[src/rtl/desc_pkg.sv]
// Shared constants for the descriptor staging port.
// Assumes a 32-bit bus, byte-granular enables, and the commit bit in the MSB of the top word.
package desc_pkg;
    localparam int unsigned BUS_W   = 32;
    localparam int unsigned BYTE_W  = 8;
    localparam int unsigned BE_W    = BUS_W / BYTE_W;
    localparam int unsigned CMT_BIT = BUS_W - 1;
endpackage

[src/rtl/desc_commit_detect.sv]
// Decodes whether the current bus write is a commit write.
// Assumes the commit bit is bit 31 of the highest word address, in byte lane 3.
module desc_commit_detect
    import desc_pkg::*;
#(
    parameter int unsigned WORDS = 8,
    localparam int unsigned AW   = $clog2(WORDS)
) (
    input  logic              wr_en_i,
    input  logic [AW-1:0]     addr_i,
    input  logic [BUS_W-1:0]  data_i,
    input  logic [BE_W-1:0]   be_i,
    output logic              commit_o
);
    localparam logic [AW-1:0] TOP_ADDR = AW'(WORDS - 1);

    // Flag a write that hits the top word with the commit lane enabled and the commit bit high.
    always_comb begin
        commit_o = wr_en_i && (addr_i == TOP_ADDR) && be_i[BE_W-1] && data_i[CMT_BIT];
    end
endmodule

[src/rtl/desc_stage.sv]
// Staging register that assembles one descriptor from byte-enabled word writes.
// Assumes wr_i is high only for accepted writes and that commit_i implies wr_i.
// merged_o is the staged value with the current write applied; it is what gets pushed on commit.
module desc_stage
    import desc_pkg::*;
#(
    parameter int unsigned DESC_W = 256,
    localparam int unsigned WORDS = DESC_W / BUS_W,
    localparam int unsigned AW    = $clog2(WORDS)
) (
    input  logic              clk,
    input  logic              rst_n,
    input  logic              wr_i,
    input  logic [AW-1:0]     addr_i,
    input  logic [BUS_W-1:0]  data_i,
    input  logic [BE_W-1:0]   be_i,
    input  logic              commit_i,
    output logic [DESC_W-1:0] merged_o
);
    logic [DESC_W-1:0] stage_q;

    // One byte-lane mux per staged byte: take bus data where address and enable hit.
    for (genvar w = 0; w < WORDS; w++) begin : g_word
        for (genvar b = 0; b < BE_W; b++) begin : g_lane
            localparam int unsigned LSB = w * BUS_W + b * BYTE_W;
            logic hit;
            assign hit = wr_i && (addr_i == AW'(w)) && be_i[b];
            assign merged_o[LSB +: BYTE_W] = hit ? data_i[b*BYTE_W +: BYTE_W]
                                                 : stage_q[LSB +: BYTE_W];
        end
    end

    // Hold the staged bytes; clear on commit, merge on any other accepted write.
    always_ff @(posedge clk) begin
        if (!rst_n) begin
            stage_q <= '0;
        end else if (commit_i) begin
            stage_q <= '0;
        end else if (wr_i) begin
            stage_q <= merged_o;
        end
    end

    p_clear_after_commit_r6: assert property (@(posedge clk) disable iff (!rst_n)
        commit_i |=> (stage_q == '0));

    p_no_be_no_change_r2: assert property (@(posedge clk) disable iff (!rst_n)
        (wr_i && !commit_i && (be_i == '0)) |=> $stable(stage_q));
endmodule

[src/rtl/desc_fifo.sv]
// Descriptor FIFO with a registered occupancy count.
// Assumes push_i is never raised while full and pop_i is never raised while empty.
module desc_fifo #(
    parameter int unsigned W     = 256,
    parameter int unsigned DEPTH = 8,
    localparam int unsigned PW   = $clog2(DEPTH),
    localparam int unsigned CW   = PW + 1
) (
    input  logic         clk,
    input  logic         rst_n,
    input  logic         push_i,
    input  logic [W-1:0] push_data_i,
    input  logic         pop_i,
    output logic         full_o,
    output logic         valid_o,
    output logic [W-1:0] data_o
);
    logic [W-1:0]  mem_q [DEPTH];
    logic [PW-1:0] wr_ptr_q;
    logic [PW-1:0] rd_ptr_q;
    logic [CW-1:0] count_q;

    // Status flags from the occupancy count.
    always_comb begin
        full_o  = (count_q == CW'(DEPTH));
        valid_o = (count_q != '0);
        data_o  = mem_q[rd_ptr_q];
    end

    // Write the pushed descriptor into the slot at the write pointer.
    always_ff @(posedge clk) begin
        if (push_i) begin
            mem_q[wr_ptr_q] <= push_data_i;
        end
    end

    // Advance the pointers and track occupancy.
    always_ff @(posedge clk) begin
        if (!rst_n) begin
            wr_ptr_q <= '0;
            rd_ptr_q <= '0;
            count_q  <= '0;
        end else begin
            if (push_i) wr_ptr_q <= wr_ptr_q + 1'b1;
            if (pop_i)  rd_ptr_q <= rd_ptr_q + 1'b1;
            if (push_i && !pop_i)      count_q <= count_q + 1'b1;
            else if (pop_i && !push_i) count_q <= count_q - 1'b1;
        end
    end

    p_no_overflow_r8: assert property (@(posedge clk) disable iff (!rst_n)
        push_i |-> (count_q != CW'(DEPTH)));

    p_no_underflow_r7: assert property (@(posedge clk) disable iff (!rst_n)
        pop_i |-> (count_q != '0));

    p_count_up_r7: assert property (@(posedge clk) disable iff (!rst_n)
        (push_i && !pop_i) |=> (count_q == $past(count_q) + 1'b1));
endmodule

[src/rtl/desc_commit_port.sv]
// Write-only descriptor staging port: byte-enabled 32-bit writes build a descriptor,
// a commit write pushes it into a FIFO, and a commit into a full FIFO is stalled.
// Assumes DESC_W is 128 or 256, FIFO_DEPTH is a power of two, and a stalled master holds its write.
module desc_commit_port
    import desc_pkg::*;
#(
    parameter int unsigned DESC_W     = 256,
    parameter int unsigned FIFO_DEPTH = 8,
    localparam int unsigned WORDS     = DESC_W / BUS_W,
    localparam int unsigned AW        = $clog2(WORDS)
) (
    input  logic              clk,
    input  logic              rst_n,
    input  logic [AW-1:0]     wr_addr,
    input  logic [BUS_W-1:0]  wr_data,
    input  logic [BE_W-1:0]   wr_be,
    input  logic              wr_en,
    output logic              wait_req,
    output logic              fifo_full,
    output logic              desc_valid,
    output logic [DESC_W-1:0] desc_data,
    input  logic              desc_pop
);
    logic              is_commit;
    logic              accept;
    logic              push;
    logic [DESC_W-1:0] merged;

    desc_commit_detect #(.WORDS(WORDS)) detect_i (
        .wr_en_i  (wr_en),
        .addr_i   (wr_addr),
        .data_i   (wr_data),
        .be_i     (wr_be),
        .commit_o (is_commit)
    );

    // Stall only a commit that would overflow; take every other write at once.
    always_comb begin
        wait_req = is_commit && fifo_full;
        accept   = wr_en && !wait_req;
        push     = accept && is_commit;
    end

    desc_stage #(.DESC_W(DESC_W)) stage_i (
        .clk      (clk),
        .rst_n    (rst_n),
        .wr_i     (accept),
        .addr_i   (wr_addr),
        .data_i   (wr_data),
        .be_i     (wr_be),
        .commit_i (push),
        .merged_o (merged)
    );

    desc_fifo #(.W(DESC_W), .DEPTH(FIFO_DEPTH)) fifo_i (
        .clk         (clk),
        .rst_n       (rst_n),
        .push_i      (push),
        .push_data_i (merged),
        .pop_i       (desc_pop && desc_valid),
        .full_o      (fifo_full),
        .valid_o     (desc_valid),
        .data_o      (desc_data)
    );

    p_wait_cause_r8: assert property (@(posedge clk) disable iff (!rst_n)
        wait_req |-> (wr_en && fifo_full && wr_data[CMT_BIT]));

    p_pushed_has_commit_r4: assert property (@(posedge clk) disable iff (!rst_n)
        push |=> desc_valid);
endmodule

[config.mk]
export PLATFORM = sky130hd
export DESIGN_NAME = desc_commit_port
export DESIGN_NICKNAME = d
export VERILOG_FILES = /design/src/rtl/desc_pkg.sv /design/src/rtl/desc_commit_detect.sv /design/src/rtl/desc_stage.sv /design/src/rtl/desc_fifo.sv /design/src/rtl/desc_commit_port.sv
export SDC_FILE = /design/constraint.sdc
export NUM_CORES = 2
export LEC_CHECK = 0
export ABC_CLOCK_PERIOD_IN_PS = 26400
export BUFFER_PORTS_ARGS = -buffer_cell sky130_fd_sc_hd__buf_2
export CAP_MARGIN = 10
export CORE_MARGIN = 5
export CORE_UTILIZATION = 30
export CTS_BUF_LIST = sky130_fd_sc_hd__clkbuf_8
export CTS_CLUSTER_SIZE = 25
export DETAILED_ROUTE_END_ITERATION = 10
export GPL_TIMING_DRIVEN = 0
export PLACE_DENSITY = 0.45
export SETUP_SLACK_MARGIN = 0.1
export SLEW_MARGIN = 20
export SYNTH_ARGS = -nofsm -noshare
export SYNTH_HDL_FRONTEND = slang
export SYNTH_HIERARCHICAL = 1
export SYNTH_SLANG_ARGS = --single-unit
[constraint.sdc]
create_clock -name clk -period 26.4 [get_ports clk]
set_input_delay 0 -clock clk [delete_from_list [all_inputs] [get_ports clk]]
set_output_delay 0 -clock clk [all_outputs]
set_load 0.02 [all_outputs]
==> run metrics <==
die height=557.5 um; synthesized net count=between 4000 and 5000; Seq/Total Area, Yosys=about three quarters; Final Setup Violations=0; residual DRC count=0; post_cts resized=0; Post-CTS Setup Bufs=0; Die W=around 560 um; unrepaired setup endpoints after global routing=false; Hold EP=stage_i/stage_q[15]; reg2reg end=fifo_i/mem_q[4][115]; max frequency=207.1 MHz; total CTS buffers=approximately 400; number of enable flip-flop cells after synthesis=2048; final hold violation count=0; ANT nets after route=0; total power per unit cell area=between 70 and 80 nW/um^2; biggest area consumer among synthesized cells=edfxtp_1; post-synth cell types=35; Leakage=34.80 nW; register-to-register setup slack=between 20000 and 25000 ps; Clock Latency Late Sink=about 1100 ps; status=finished clean; vias in the first global route=~48000; drt wl/cell=about 30 um; first-pass GRT wire length=around 390000 um; I/O Buffers=301; GPL Wtd Cong=approximately 0.72; via count=between 40000 and 50000; fin util=between 30% and 40%; CTS Root Cell=clkbuf_8; Total Routed Length=between 200000 and 300000 um; Largest stage delay, worst path=a little over 700 ps; hold path depth=5; clock buffer depth=4; sw frac=27.50%; all-layer global routing usage=between 15 and 20%; full die area=slightly above 300000 sq um; Comb power frac=17.0%; GR Overflow Total=0; Syn Std Cell Area=approximately 90000 sq um; min Tclk post-route=4828 ps; CTS Sinks=2317; TritonRoute pass-1 iters=5; Pins Over Slew Limit=0; CP Max Fanout=9; most common cell in the netlist=edfxtp_1; Synth Flop Type=edfxtp_1; row count=201; worst min-delay path startpoint=wr_be[1]; CTS tree=done; Sequential Power Share=between 40% and 50%; CP most frequent cell=buf_4; via/cell ratio=4.847; flops & latches, synth=2317; htree depth=5; reg2reg start=fifo_i/count_q[0]; CP arrival=approximately 5600 ps; synth top area cells=edfxtp_1 68%, mux4_2 13%, mux2_2 6.4%; Clock Skews=between 70 and 80 ps; fraction of registers with async set/reset=0%; Crit-path slowest cell=nor3_2; critical-path cell list=nor4b_2 > buf_4 > and3b_1 > nand2_1 > nor3_2 > buf_4 > buf_4 > buf_4 > buf_6 > buf_4 > buf_4 > buf_4 > buf_4 > buf_4 > buf_4; Iteration-0 DRC Markers=slightly below 4000; initial antenna violation count=51; worst vdd ir=0.03916 mV; starting density of the core=30.05%; I/O pin count=a little over 300; post-synth top area share=roughly 70%; NetSw=between 2 and 2.5 mW; Ys Warns=6; placed wire-length estimate=around 190000 um; critical path class=reg2reg; worst slew pin tran=1277 ps; setup_tns=0 ps; Reg clk slew, reported paths=approximately 60 ps; reg2reg path depth=15; # Max-Cap Violations=0; CP required=around 27000 ps; internal power=~6 mW; Slew HR=14.69%; clock share of power=about 36%; largest net degree at the start of global routing=20; Hold/Removal Path Class=in2reg; fin nets=roughly 5200; CP Launch Type=flip-flop; Final Cycle Share=around 18%; core box area=around 300000 sq um; layout cells sized above 1=between 40% and 50%; area delta synth->final=20.04%; Avg Synthesized Cell Area=21.40 sq um; Synth Instances=about 4200; Post-synth top cells=2048 x edfxtp_1, 512 x mux2_2, 512 x mux4_2; Critical Path End Type=flip-flop
## power by group through the flow
stage / logic [mW] / clock network [mW] / registers (mW)
6_report: 1.44 / 3.08 / 3.97
5_1_grt: 1.54 / 3.35 / 3.97
4_1_cts: 1.49 / 3.18 / 3.97
3_5_place_dp: 1.48 / 0 / 4.05
3_3_place_gp: 1.48 / 0 / 4.05
2_1_floorplan: 0.938 / 0 / 4.04
## routing by layer
layer / global-route usage, % / wire length, um
met1: 24.48 / 122800
met2: 28.73 / 133200
met3: 3.353 / 17100
met4: 4.971 / 7748
met5: 0 / 56
## through the flow
| step | setup WS [ps] | power [mW] | cell area, sq um | hold slack, ps | instances |
|---|---|---|---|---|---|
| floorplan | 6917 | 4.982 | 89940 | 149.0 | 4203 |
| global placement | -17430 | 5.527 | 96400 | 306.9 | 8462 |
| detailed placement | 21290 | 5.526 | 99920 | 312.3 | 8666 |
| CTS | 21520 | 8.639 | 107900 | 30.20 | 9450 |
| global route | 21370 | 8.853 | 107900 | 56.55 | 9456 |
| finish | 21570 | 8.493 | 108000 | 142.2 | 9470 |
## logic make-up (layout without fill, tap and decap cells)
logic type | Yosys count | after routing | synth area share, %
other | 0 | 20 | 0
buffers and inverters | 214 | 1503 | 1.579
xor gates and xnor gates | 6 | 6 | 0.05843
adders and majority gates | 6 | 6 | 0.09181
and+or+nand+nor | 371 | 371 | 1.749
DFF | 2317 | 2317 | 74.36
AOI/OAI and AO/OA | 5 | 5 | 0.03478
muxes | 1284 | 1284 | 22.12
## flip-flops by register name, summed over array words and instances (netlist names), named ones only
name,count
fifo_i/mem_q,2048
stage_i/stage_q,256
fifo_i/count_q,4
fifo_i/rd_ptr_q,3
fifo_i/wr_ptr_q,3
## worst max-delay path by stage
stage / startpoint / end / slack (ps) / cells after the start
after CTS: fifo_i/count_q[0] / fifo_i/mem_q[4][118] / 21520 / 15
final: fifo_i/count_q[0] / fifo_i/mem_q[4][115] / 21570 / 15
after floorplan: fifo_i/count_q[0] / fifo_i/mem_q[0][0] / 6920 / 4
after detailed placement: wr_data[31] / fifo_i/mem_q[4][115] / 21290 / 16
after global placement: wr_data[31] / fifo_i/mem_q[0][187] / -17430 / 6
after global routing: fifo_i/count_q[0] / fifo_i/mem_q[4][115] / 21370 / 15
## what timing repair did
action / in CTS / in global routing
setup endpoints to repair: 0 / 0
hold endpoints to repair: 2167 / 0
hold buffers: 44 / 0
## worst max-delay path: cells and delay by family (launching register included)
| family | cells | cell delay (ps) |
|---|---|---|
| simple gates | 4 | 1800 |
| flops | 1 | 460 |
| buf+inv | 11 | 2250 |
## layout make-up
type | instances | area, sq um
flip-flops and latches | 2317 | 66880
clock inverters | 307 | 1592
fillers | 27790 | 191300
diodes | 20 | 50.05
well taps | 3958 | 4952
clock buffers | 433 | 5959
repair buffers | 549 | 5378
plain buffers | 212 | 1421
inverters | 2 | 7.507
multi-input cells | 1672 | 21720
## layout by cell type, fill, tap and decap left out, drive strengths merged, types with 5 or more instances in the layout
master	count
nand2	296
nand3	5
nor2	40
clkinv	115
dlygate4sd3	44
mux2	512
clkbuf	501
inv	185
mux4	512
diode	20
nand2b	6
ha	5
and2	9
edfxtp	2048
bufinv	6
dfxtp	269
buf	649
mux2i	260
Note: power is estimated with default switching activity, not from simulation.
